### src/rtl/flush_pkg.sv
package flush_pkg;
    typedef enum logic [2:0] {
        FS_IDLE,
        FS_PEND,
        FS_SCAN,
        FS_WB,
        FS_ACK0,
        FS_ACK1,
        FS_INV,
        FS_DONE
    } fs_state_e;
endpackage

### src/rtl/flush_gate.sv
module flush_gate (
    input  logic flush_req,
    input  logic instr_bnd,
    input  logic bus_busy,
    input  logic is_idle,
    input  logic is_pend,
    output logic accept,
    output logic start
);
    // A request counts only at an instruction boundary while idle.
    assign accept = is_idle & flush_req & instr_bnd;
    // The scan may begin once nothing is outstanding on the bus.
    assign start  = is_pend & ~bus_busy;
endmodule

### src/rtl/flush_pace.sv
module flush_pace #(
    parameter int RATIO = 2
) (
    input  logic clk,
    input  logic rst_n,
    input  logic run,
    output logic tick
);
    generate
        if (RATIO <= 1) begin : g_direct
            assign tick = run;
        end else begin : g_count
            localparam int CW = $clog2(RATIO);
            localparam logic [CW-1:0] LAST = CW'(RATIO - 1);

            logic [CW-1:0] cnt_d, cnt_q;

            always_comb begin
                cnt_d = cnt_q;
                tick  = 1'b0;
                if (!run) begin
                    cnt_d = '0;
                end else if (cnt_q == LAST) begin
                    tick  = 1'b1;
                    cnt_d = '0;
                end else begin
                    cnt_d = cnt_q + 1'b1;
                end
            end

            always_ff @(posedge clk) begin
                if (!rst_n) cnt_q <= '0;
                else        cnt_q <= cnt_d;
            end

            AST_PACE_RANGE: assert property (@(posedge clk) disable iff (!rst_n)
                cnt_q <= LAST);
            AST_PACE_IDLE_CLEAR: assert property (@(posedge clk) disable iff (!rst_n)
                !run |=> cnt_q == '0);
        end
    endgenerate
endmodule

### src/rtl/flush_seq.sv
module flush_seq
    import flush_pkg::*;
#(
    parameter int NUM_LINES = 64,
    parameter int CLK_RATIO = 2,
    localparam int IDX_W = (NUM_LINES > 1) ? $clog2(NUM_LINES) : 1
) (
    input  logic             clk,
    input  logic             rst_n,
    input  logic             flush_req,
    input  logic             instr_bnd,
    input  logic             bus_busy,
    output logic             arr_rd,
    output logic [IDX_W-1:0] arr_idx,
    input  logic             arr_dirty,
    output logic             arr_inv_all,
    output logic             wb_req,
    output logic [IDX_W-1:0] wb_idx,
    input  logic             wb_done,
    output logic             spc_req,
    output logic             spc_seq,
    input  logic             spc_rdy,
    output logic             flush_done
);
    localparam logic [IDX_W-1:0] LAST_IDX = IDX_W'(NUM_LINES - 1);

    typedef struct packed {
        fs_state_e        state;
        logic [IDX_W-1:0] idx;
    } seq_t;

    seq_t seq_d, seq_q;
    logic accept, start, tick, at_last;

    flush_gate u_gate (
        .flush_req (flush_req),
        .instr_bnd (instr_bnd),
        .bus_busy  (bus_busy),
        .is_idle   (seq_q.state == FS_IDLE),
        .is_pend   (seq_q.state == FS_PEND),
        .accept    (accept),
        .start     (start)
    );

    flush_pace #(.RATIO(CLK_RATIO)) u_pace (
        .clk   (clk),
        .rst_n (rst_n),
        .run   (seq_q.state == FS_SCAN),
        .tick  (tick)
    );

    assign at_last = (seq_q.idx == LAST_IDX);

    always_comb begin
        seq_d = seq_q;
        unique case (seq_q.state)
            FS_IDLE: if (accept) seq_d.state = FS_PEND;
            FS_PEND: if (start) begin
                seq_d.state = FS_SCAN;
                seq_d.idx   = '0;
            end
            FS_SCAN: if (tick) begin
                if (arr_dirty)    seq_d.state = FS_WB;
                else if (at_last) seq_d.state = FS_ACK0;
                else              seq_d.idx   = seq_q.idx + 1'b1;
            end
            FS_WB: if (wb_done) begin
                if (at_last) begin
                    seq_d.state = FS_ACK0;
                end else begin
                    seq_d.state = FS_SCAN;
                    seq_d.idx   = seq_q.idx + 1'b1;
                end
            end
            FS_ACK0: if (spc_rdy) seq_d.state = FS_ACK1;
            FS_ACK1: if (spc_rdy) seq_d.state = FS_INV;
            FS_INV:  seq_d.state = FS_DONE;
            FS_DONE: seq_d.state = FS_IDLE;
            default: seq_d.state = FS_IDLE;
        endcase
    end

    always_ff @(posedge clk) begin
        if (!rst_n) begin
            seq_q.state <= FS_IDLE;
            seq_q.idx   <= '0;
        end else begin
            seq_q <= seq_d;
        end
    end

    assign arr_rd      = (seq_q.state == FS_SCAN);
    assign arr_idx     = seq_q.idx;
    assign wb_req      = (seq_q.state == FS_WB);
    assign wb_idx      = seq_q.idx;
    assign spc_req     = (seq_q.state == FS_ACK0) || (seq_q.state == FS_ACK1);
    assign spc_seq     = (seq_q.state == FS_ACK1);
    assign arr_inv_all = (seq_q.state == FS_INV);
    assign flush_done  = (seq_q.state == FS_DONE);

    AST_NO_START_BUSY: assert property (@(posedge clk) disable iff (!rst_n)
        (seq_q.state == FS_PEND && bus_busy) |=> !arr_rd);
    AST_WB_HOLD: assert property (@(posedge clk) disable iff (!rst_n)
        (wb_req && !wb_done) |=> (wb_req && $stable(wb_idx)));
    AST_EXCLUSIVE: assert property (@(posedge clk) disable iff (!rst_n)
        $onehot0({arr_rd, wb_req, spc_req, arr_inv_all}));
    AST_SPC_HOLD: assert property (@(posedge clk) disable iff (!rst_n)
        (spc_req && !spc_rdy) |=> (spc_req && $stable(spc_seq)));
    AST_SPC_ORDER: assert property (@(posedge clk) disable iff (!rst_n)
        (spc_req && !spc_seq && spc_rdy) |=> (spc_req && spc_seq));
    AST_INV_AFTER_ACK: assert property (@(posedge clk) disable iff (!rst_n)
        (spc_req && spc_seq && spc_rdy) |=> arr_inv_all);
    AST_DONE_AFTER_INV: assert property (@(posedge clk) disable iff (!rst_n)
        arr_inv_all |=> (flush_done && !arr_inv_all));
    AST_DONE_PULSE: assert property (@(posedge clk) disable iff (!rst_n)
        flush_done |=> !flush_done);
    AST_SCAN_ASCEND: assert property (@(posedge clk) disable iff (!rst_n)
        (arr_rd && $past(arr_rd)) |-> (arr_idx >= $past(arr_idx)));
endmodule

### config.mk
export PLATFORM = sky130hd
export DESIGN_NAME = flush_seq
export DESIGN_NICKNAME = d
export VERILOG_FILES = /design/src/rtl/flush_pkg.sv /design/src/rtl/flush_gate.sv /design/src/rtl/flush_pace.sv /design/src/rtl/flush_seq.sv
export SDC_FILE = /design/constraint.sdc
export NUM_CORES = 1
export LEC_CHECK = 0
export BUFFER_PORTS_ARGS = -buffer_cell sky130_fd_sc_hd__buf_2
export CAP_MARGIN = 10
export CORE_MARGIN = 5
export CORE_UTILIZATION = 50
export CTS_CLUSTER_SIZE = 8
export DETAILED_ROUTE_END_ITERATION = 8
export PLACE_DENSITY = 0.87
export SLEW_MARGIN = 20
export SYNTH_ARGS = -nofsm -noshare
export SYNTH_HDL_FRONTEND = slang
export SYNTH_HIERARCHICAL = 1
export SYNTH_SLANG_ARGS = --single-unit
### constraint.sdc
create_clock -name clk -period 2.5 [get_ports clk]
set_input_delay 0.125 -clock clk [delete_from_list [all_inputs] [get_ports clk]]
set_output_delay 0.125 -clock clk [all_outputs]
set_load 0.03 [all_outputs]
# Word level (Yosys, flattened, before mapping)
# Index checks and enable logic that the tools add are counted.
# word_totals
reg_bits,10
inputBits,8
output_inout_bits,18
wordCells,48
# classes
addsub,2
eq_ne,16
n_mux,15
bitwise,6
reduce_logical,6
# ops
operator,n
$mux W9,3
$pmux W3 S8,1
$mux W3,6
$pmux W6 S3,1
$eq A3 B3 Y1 const B,4
$mux W6,2
$ne A2 B2 Y1 const B,5
$reduce_and A7 Y1,1
$add A6 B1 Y6 const B,1
$eq A3 B2 Y1 const B,2
$eq A6 B6 Y1 const B,1
$reduce_and A5 Y1,1
$ne A2 B1 Y1 const B,2
$and A1 B1 Y1,3
$eq A3 B1 Y1 const B,1
$logic_not A3 Y1,1
$ne A3 B3 Y1 const B,1
$not A1 Y1,3
$reduce_bool A3 Y1,1
$reduce_or A3 Y1,1
$mux W1,2
$add A1 B1 Y1 const B,1
$logic_or A1 B1 Y1,1

# Logic depth before layout (Yosys ltp)
# Gate-level depths: netlist of run 1.
# depth
word_depth,5
depth_mapped,8
depth_no_buf,7

# By module
# The synthesis of run 1 kept the hierarchy.
# modules_own_cells
module,n_inst,cells_each,area_each_um2,seq_area_each_um2
flush_seq,1,101,794.5,180.2
flush_pace,1,3,36.3,20.0
flush_gate,1,2,12.5,0.0

# Least setup slack after synthesis of run 1
# No wires, ideal clock.
# synth_timing
path_kind,register to register
startpoint,register seq_q[8] in the netlist's numbering
endpoint,"register seq_q, in the netlist arr_idx[0]"
setup_ns,0.074
t_arrival_ns,2.226
required_time_ns,2.426
path_slack_ns,0.200
stages_incl_launch_ff,9
n_path_buf,1
synth_period_minus_slack_ns,2.300
cell_sequence,dfxtp_1 buf_6 nand2b_1 nor2_1 and2_2 and4bb_2 a21oi_2 or4_1 a31oi_1
# synth_between
elab_chain_len,4
word_cells_on_any_way,12
classes_between,7 x eq/ne; 2 x mux; 1 x bitwise; 2 x reduce/logical
# synth_lines
element,line,source
"start, declared",flush_seq.sv:32,"seq_t seq_d, seq_q;"
"start signal, assigned",flush_seq.sv:88,seq_q <= seq_d;
$eq A3 B2 Y1,--,
named net arr_rd,flush_seq.sv:13,"output logic arr_rd,"
$mux W1,flush_pace.sv:21,if (!run) begin
named net tick,flush_seq.sv:33,"logic accept, start, tick, at_last;"
$ne A2 B2 Y1 (no line),--,
$reduce_and A5 Y1 (no line),--,
# The timed path passes the listed nets, and every way through them passes these cells.
# A chain may end at the register's enable or synchronous reset.

# Worst setup path in the final report of run 1
# layout_timing
startpoint,register seq_q[6] in the netlist's numbering
endpoint,"register seq_q, in the netlist arr_idx[0]"
# layout_between
elab_chain_len,4
word_cells_on_any_way,12
classes_between,7 x eq/ne; 2 x mux; 1 x bitwise; 2 x reduce/logical
# layout_lines
element,line,source
$eq A3 B1 Y1,flush_seq.sv:40,".is_pend (seq_q.state == FS_PEND),"
$and A1 B1 Y1,flush_gate.sv:13,assign start = is_pend & ~bus_busy;
named net start,flush_seq.sv:33,
$ne A2 B2 Y1 (no line),--,
$reduce_and A5 Y1 (no line),--,
# The timed path passes the listed nets, and every way through them passes these cells.

==> results.ini, run 1 <==
[timing]
slew_headroom_pct = 73.5
fmax_ghz = 0.490
setup_viol = 0
hold_viol = 0
finalWorstSetupSlack_ps = 460
hold_ws_ps = 113
finalCritPeriodShare_pct = 81.6
worst_slew_pin_slew_ps = 397
rsz0062_at_grt = false
setup_tns_ps = 0
clock_skew_ps = 2.12
drv_slew = 0
min_period_ps = 2040

[worst_setup_path]
worstPathArrival_ps = 2250
crit_slowest_cell = dfxtp_1
crit_type = reg -> reg
cp_max_fo = 12
start_kind = flop
max_stage_delay_ps = 560
cp-end-kind = flop
crit_required_ps = 2710
path_cells = inv_2 > nor3_1 > nor2b_1 > mux2_4 > a21oi_2 > or4_1 > a31oi_1

[global_routing]
gr-total-overflow = 0
grt_usage_pct = 15.8
grt_pass1_vias = 746
grt_pass1_wl_um = 3240
antenna_found_initial = 0
grt_start_max_net_pins = 25

[yosys]
yosysTopAreaCellShare_pct = 23.7
async_flop_share_pct = 0
synth_area_leader_cell = dfxtp_1
synth.cell_area_sq_um = 843
synth_edf_count = 0
yosysWarnings = 6
ys_ff_latch = 10
syn-num-nets = 115
synth_cell_types = 47
synthFlopType = dfxtp_1
yosys-top-cells-area = dfxtp_1, buf_4, nand3_1
syn_area_per_cell_sq_um = 7.96
synth-seq-area-share_pct = 23.7
synthCells = 106

[layout]
mostFrequentLayoutCells = buf_2, dfxtp_1, nor2_1, nand2_1, nand3_1
mostFrequentLayoutCell = buf_2
postLayoutCellArea_sq_um = 905
stdcell_count = 135
syn2layout_area_growth_pct = 7.27
diodes = 0
fin_util_pct = 58.0
nets = 129
n_fill_cell = 147
drive_gt1_share_pct = 32.8

[power_and_ir_drop]
swShare_pct = 41.2
power_frac_seq_pct = 32.3
peakVddDrop_uv = 525
pwr-share-clk_pct = 23.3
totalPowerFinal_mw = 0.655
comb_power_share_pct = 44.3
power_density_mw_per_mm2 = 724
p_leak_nw = 0.394
switchingPower_mw = 0.270
internal_power_mw = 0.385

[min_path]
hold_path.class = in -> reg

[place]
dp_slack_ps = 482
place_area_sq_um = 868
port_buffers = 25
placed_cells = 131
place_congestion = 0.869
dp_hpwl_um = 1410

[die]
initial_core_util_pct = 54.1
rows = 14
pin_count = 26
coreArea_sq_mm = 0.00156
die_x_um = 51.1
dieHeight_um = 51.1
die_area_sq_mm = 0.00261

[route]
vias_per_cell = 6.24
remaining_drc_errors = 0
first_pass_iters = 4
drt_iter0_drc = 28
vias = 843
drt-total-wl_um = 1950
wl_per_cell_um = 14.5
ant_nets = 0

[clock_network]
clk_pin_slew_worst_paths_ps = 70
clock-sinks = 10
ctsLongestPathBuffers = 2
post_cts_resized = 0
post_cts_buffers = 0
cts_buffers = 3
hold_buffers = 0
h-tree-depth = 1
cts_tree = built
clk_latency_ps = 270
cts_root_buf = clkbuf_4

[run_status]
status = completed

[run]
maxCapViolations = 0

[metal layers]
metal	GRT usage (%)	part of all wire (%)	up-vias
li1	-	-	410
met1	18.2	43	393
met2	26.6	49	40
met3	6.98	8.2	0
met4	4.04	0	0
met5	0	0	-
[state kept, by name, indices dropped and copies added, names as in the netlist]
register and count:
arr_idx 6, u_pace/g_count.cnt_q 1, seq_q 3
[cell usage after synthesis (all sizes together), types with 3 or more instances]
cell	count
buf	16
inv	3
nand2	8
nand3	6
nand2b	4
nor2	8
dfxtp	10
a21oi	5
nor3	4
o21ai	4
[final timing paths]
kind,start,end,slack (ps),depth (start not counted)
min reg2reg,arr_idx[1]$_SDFFE_PN0P_,arr_idx[1]$_SDFFE_PN0P_,510,2
max reg2reg,seq_q[6]$_SDFFE_PN0P_,arr_idx[0]$_SDFFE_PN0P_,460,7
max,seq_q[6]$_SDFFE_PN0P_,arr_idx[0]$_SDFFE_PN0P_,460,7
min,spc_rdy,seq_q[8]$_SDFFE_PN0P_,110,3
[cell type report]
| class | count | area (sq um) | share of cell area [%] |
|---|---|---|---|
| multi-input cells | 75 | 497 | 54.9 |
| flip-flops and latches | 10 | 200 | 22.1 |
| repair buffers | 27 | 140 | 15.5 |
| clock buffers | 4 | 36.3 | 4.01 |
| well taps | 16 | 20.0 | 2.21 |
| inverters | 3 | 11.3 | 1.24 |
[kinds of logic (layout without fill, tap and decap cells)]
logic type,after synthesis,in the layout,share of synthesized area (%)
AND/OR/NAND/NOR,46,46,30.4
adder cells (fa/ha/maj),1,1,1.48
buffers and inverters,21,34,17.4
AO/OA/AOI/OAI,25,25,22.9
multiplexers,3,3,4.15
flip-flops,10,10,23.7
[power groups by stage]
stage          logic, mW  clock network (mW)  registers [mW]
3_3_place_gp       0.277                   0           0.212
4_1_cts            0.288               0.157           0.211
3_5_place_dp       0.284                   0           0.215
6_report           0.290               0.153           0.212
5_1_grt            0.317               0.170           0.216
2_1_floorplan      0.253                   0           0.197
[critical path, delay by kind of cell (launching register included)]
| family | cells | cell delay, ps |
|---|---|---|
| AOI/OAI and AO/OA | 2 | 230 |
| muxes | 1 | 180 |
| buffers and inverters | 1 | 130 |
| and+or+nand+nor | 3 | 870 |
| DFF | 1 | 560 |
(Power assumes the default switching activity.)
==> inputs of run 2 (changes only) <==
--- a/config.mk
+++ b/config.mk
@@ -8,10 +8,10 @@
 export BUFFER_PORTS_ARGS = -buffer_cell sky130_fd_sc_hd__buf_2
 export CAP_MARGIN = 10
 export CORE_MARGIN = 5
-export CORE_UTILIZATION = 50
+export CORE_UTILIZATION = 45
 export CTS_CLUSTER_SIZE = 8
 export DETAILED_ROUTE_END_ITERATION = 8
-export PLACE_DENSITY = 0.87
+export PLACE_DENSITY = 0.83
 export SLEW_MARGIN = 20
 export SYNTH_ARGS = -nofsm -noshare
 export SYNTH_HDL_FRONTEND = slang
==> constraint.sdc (replaced) <==
create_clock -name clk -period 1.85 [get_ports clk]
set_input_delay 0.0925 -clock clk [delete_from_list [all_inputs] [get_ports clk]]
set_output_delay 0.0925 -clock clk [all_outputs]
set_load 0.03 [all_outputs]
==> run 2 against run 1 <==
  * Worst setup slack got worse by 350 ps
  * Register-to-register slack got worse by 350 ps
  * Flip-flop and latch count did not move
  * Critical path type unchanged
  * Clock power rose by 36%
  * Wire length rose by 3.9%
  * Via count rose by 1.1%
  * Utilization fell by 2.0 points
  * Fmax rose by 17%
  * Design area rose by 8.0%
  * Final cell count rose by 9.6%
  * Sequential share of layout area fell by 1.0 points
  * Global-route usage fell by 0.27 points
==> results.ini, run 2 (synthesis results as in run 1) <==
[power_and_ir_drop]
totalPowerFinal_mw = 0.971
p_leak_nw = 0.419
peakVddDrop_uv = 709
power_density_mw_per_mm2 = 994

[route]
vias = 852
remaining_drc_errors = 0
wl_per_cell_um = 13.7
ant_nets = 0
first_pass_iters = 4
vias_per_cell = 5.76
drt_iter0_drc = 15
drt-total-wl_um = 2030

[timing]
fmax_ghz = 0.573
worst_slew_pin_slew_ps = 313
slew_headroom_pct = 78.6
setup_viol = 0
min_period_ps = 1740
clock_skew_ps = 5.19
rsz0062_at_grt = false
finalCritPeriodShare_pct = 94.3
hold_viol = 0
drv_slew = 0
hold_ws_ps = 106

[clock_network]
ctsLongestPathBuffers = 2
hold_buffers = 0
h-tree-depth = 1
post_cts_buffers = 0
cts_root_buf = clkbuf_4
clock-sinks = 10
clk_latency_ps = 270
cts_buffers = 3
cts_tree = built
post_cts_resized = 0
clk_pin_slew_worst_paths_ps = 80

[min_path]
hold_depth = 3
min_to = seq_q[8]$_SDFFE_PN0P_
hold_path.class = in -> reg
worstHoldStart = spc_rdy

[run_status]
status = completed

[layout]
largest_register_ffs = 6
n_fill_cell = 168
mostFrequentLayoutCell = buf_2
nets = 133
drive_gt1_share_pct = 40.7
syn2layout_area_growth_pct = 15.9
fin_util_pct = 56.0
diodes = 0
mostFrequentLayoutCells = buf_2, nand2_1, nor2_1, dfxtp_1, buf_4

[run]
maxCapViolations = 0

[die]
die_area_sq_mm = 0.00284
initial_core_util_pct = 48.3
rows = 15
dieHeight_um = 53.3
pin_count = 26
coreArea_sq_mm = 0.00175
die_x_um = 53.3

[global_routing]
grt_pass1_wl_um = 3210
grt_pass1_vias = 692
antenna_found_initial = 0
grt_start_max_net_pins = 18
gr-total-overflow = 0
grt_usage_pct = 15.5

[worst_setup_path]
crit_type = reg -> reg
worstPathArrival_ps = 1900
critPathBufInv = 1
max_stage_delay_ps = 370
worstReg2RegEnd = seq_q[7]$_SDFFE_PN0P_
path_cells = inv_2 > nor3_1 > nor2b_1 > mux2_4 > o22a_1 > or2_0 > a32o_1
r2r_setup_slack_ps = 110
cpLargestDelayFamily = compound AO/OA/AOI/OAI gates
start_kind = flop
r2r_start = seq_q[6]$_SDFFE_PN0P_
cp_max_fo = 7
reg2regPathDepth = 7
cp-startpoint = seq_q[6]$_SDFFE_PN0P_
cp-end-kind = flop
crit_slowest_cell = dfxtp_4
crit_required_ps = 2010

[place]
place_congestion = 0.877
dp_hpwl_um = 1600
port_buffers = 25

[run 2: per-layer routing]
layer | GRT usage, % | share of wire [%]
met1 | 19.1 | 42
met2 | 24.3 | 48
met3 | 3.66 | 7.0
met4 | 8.94 | 2.8
met5 | 0 | 0
[run 2: worst max-delay path by stage]
stage	depth (start not counted)	endpoint	slack, ps
4_1_cts	7	arr_idx[3]$_SDFFE_PN0P_	80
5_1_grt	7	arr_idx[2]$_SDFFE_PN0P_	20
2_1_floorplan	8	arr_idx[2]$_SDFFE_PN0P_	-60
3_3_place_gp	7	arr_idx[2]$_SDFFE_PN0P_	120
6_report	7	seq_q[7]$_SDFFE_PN0P_	110
3_5_place_dp	7	arr_idx[3]$_SDFFE_PN0P_	80
[run 2: tightest hold or removal path, delay by kind of cell]
family                 cells  cell delay, ps
AO/OA/AOI/OAI              1              70
buffers and inverters      1              80
AND/OR/NAND/NOR            1             100
[run 2: stage by stage]
stage,setup WS (ps),instances,TNS (ps),area (sq um)
after CTS,77.7,148,0,963
after floorplan,-60.5,106,-132,862
after detailed placement,83.6,144,0,927
final,105,148,0,977
after global routing,21.8,148,0,977
after global placement,125,144,0,927
[run 2: area by class of cell]
type                    instances  area [sq um]  area share, %
clock buffers                   4          36.3           3.71
inverters                       3          11.3           1.15
multi-input cells              75           522           53.4
flip-flops and latches         10           206           21.1
well taps                      25          31.3           3.20
repair buffers                 31           170           17.4
[run 2: report_power, final]
group	total, mW	switching [mW]	internal [mW]	leakage [nW]
registers	0.290	0.0386	0.251	0.0825
clock network	0.208	0.0878	0.120	0.0210
logic	0.474	0.265	0.208	0.315
==> inputs of run 3 (changes only) <==
--- a/config.mk
+++ b/config.mk
@@ -11,7 +11,7 @@
 export CORE_UTILIZATION = 45
 export CTS_CLUSTER_SIZE = 8
 export DETAILED_ROUTE_END_ITERATION = 8
-export PLACE_DENSITY = 0.83
+export PLACE_DENSITY_LB_ADDON = 0.15
 export SLEW_MARGIN = 20
 export SYNTH_ARGS = -nofsm -noshare
 export SYNTH_HDL_FRONTEND = slang
==> run 3 against run 2 <==
  * Die area stayed put
  * Non-clock buffer count grew 1
  * Global-route usage is 0.45 points higher
  * Worst setup slack better by 7.1 ps
  * Flip-flop and latch count unchanged
  * Sequential share of layout area fell by 0.28 points
  * Critical path type unchanged
  * Largest cell class unchanged
  * Largest power group unchanged
  * Highest routed layer unchanged
==> results.ini, run 3 (synthesis results as in run 1) <==
[worst_setup_path]
cp_max_fo = 4
start_kind = flop
crit_type = reg -> reg
crit_required_ps = 2050
cp-end-kind = flop
worstPathArrival_ps = 1940

[power_and_ir_drop]
comb_power_share_pct = 49.2
p_leak_nw = 0.421
totalPowerFinal_mw = 0.958
swShare_pct = 39.9
switchingPower_mw = 0.382
power_frac_seq_pct = 29.8
power_density_mw_per_mm2 = 985
peakVddDrop_uv = 758
internal_power_mw = 0.576
pwr-share-clk_pct = 21.0

[clock_network]
clk_latency_ps = 270
hold_buffers = 0
ctsLongestPathBuffers = 2
clock-sinks = 10
cts_tree = built
h-tree-depth = 1
cts_buffers = 3
cts_root_buf = clkbuf_4
clk_pin_slew_worst_paths_ps = 70

[timing]
rsz0062_at_grt = false
finalCritPeriodShare_pct = 93.9
slew_headroom_pct = 75.6
clock_skew_ps = 0.473
hold_viol = 0
drv_slew = 0
setup_viol = 0
finalWorstSetupSlack_ps = 113
fmax_ghz = 0.576
min_period_ps = 1740
worst_slew_pin_slew_ps = 356
setup_tns_ps = 0

[place]
place_area_sq_um = 935
dp_hpwl_um = 1540
dp_slack_ps = 114
place_congestion = 0.874
port_buffers = 25

[global_routing]
grt_use_met1_pct = 18.9
grt_usage_pct = 16.0
antenna_found_initial = 0
grt_start_max_net_pins = 23
met3_usage_pct = 6.48
gr-total-overflow = 0
grt_pass1_vias = 759
grt_pass1_wl_um = 3320
met2_usage_pct = 25.5
grt-busiest-layer = met2

[min_path]
hold_path.class = in -> reg

[die]
die_x_um = 53.3
rows = 15
die_area_sq_mm = 0.00284
pin_count = 26
coreArea_sq_mm = 0.00175
initial_core_util_pct = 48.3
dieHeight_um = 53.3

[layout]
syn2layout_area_growth_pct = 15.3
drive_gt1_share_pct = 38.7
nets = 134
diodes = 0
mostFrequentLayoutCell = buf_2
largest_register_ffs = 6
mostFrequentLayoutCells = buf_2, nand2_1, dfxtp_1
fin_util_pct = 55.7
multi_input_area_sq_um = 513
n_fill_cell = 187
seqCellArea_sq_um = 203
postLayoutCellArea_sq_um = 972

[route]
ant_nets = 0
drt-total-wl_um = 2030
first_pass_iters = 4
drt_iter0_drc = 16
remaining_drc_errors = 0
vias = 839
wl_per_cell_um = 13.6
vias_per_cell = 5.63

[run_status]
status = completed

[run]
maxCapViolations = 0

[run 3: cell count changes in the layout (fill, tap and decap cells not counted), sizes merged]
| cell | change |
|---|---|
| buf | +1 |
[run 3: per-stage QoR]
stage | hold slack (ps) | instances
6_report | 102 | 149
3_3_place_gp | 379 | 145
3_5_place_dp | 384 | 145
2_1_floorplan | 256 | 106
5_1_grt | 121 | 149
4_1_cts | 92.2 | 149
[run 3: area by class of cell]
class,count,share of cell area (%)
multi-input combinational,75,52.8
sequential,10,20.8
timing repair buffer,32,18.3
clock buffer,4,3.73
tap,25,3.22
inverter,3,1.16
[run 3: power groups by stage]
stage	logic (mW)	clock network [mW]	registers [mW]
6_report	0.471	0.202	0.285
5_1_grt	0.513	0.222	0.291
4_1_cts	0.468	0.209	0.283
3_5_place_dp	0.466	0	0.287
3_3_place_gp	0.465	0	0.286
2_1_floorplan	0.368	0	0.273
[run 3: final timing paths]
path                                                 to                    start  slack (ps)  depth (start not counted)
worst min register to register  arr_idx[3]$_SDFFE_PN0P_  arr_idx[3]$_SDFFE_PN0P_         530                          2
worst max-delay path            arr_idx[2]$_SDFFE_PN0P_    seq_q[8]$_SDFFE_PN0P_         110                          7
worst min-delay path              seq_q[8]$_SDFFE_PN0P_                  spc_rdy         100                          3
worst max register to register  arr_idx[2]$_SDFFE_PN0P_    seq_q[8]$_SDFFE_PN0P_         110                          7
[run 3: critical path: stages, from the launching register on]
cell	delay, ps
dfxtp_1	340
nand2b_4	160
nor2_4	110
and2_4	140
and4bb_2	260
a21oi_2	60
or4b_1	460
a21oi_1	150
[run 3: what timing repair did]
| item | CTS | global route |
|---|---|---|
| gates resized for setup | 0 | 1 |
| endpoints found under the setup margin | 0 | 4 |
| setup buffers | 0 | 0 |
[run 3: layer usage]
layer,up-vias,wire (um)
li1,416,-
met1,389,874
met2,32,995
met3,2,154
met4,0,7
met5,-,0
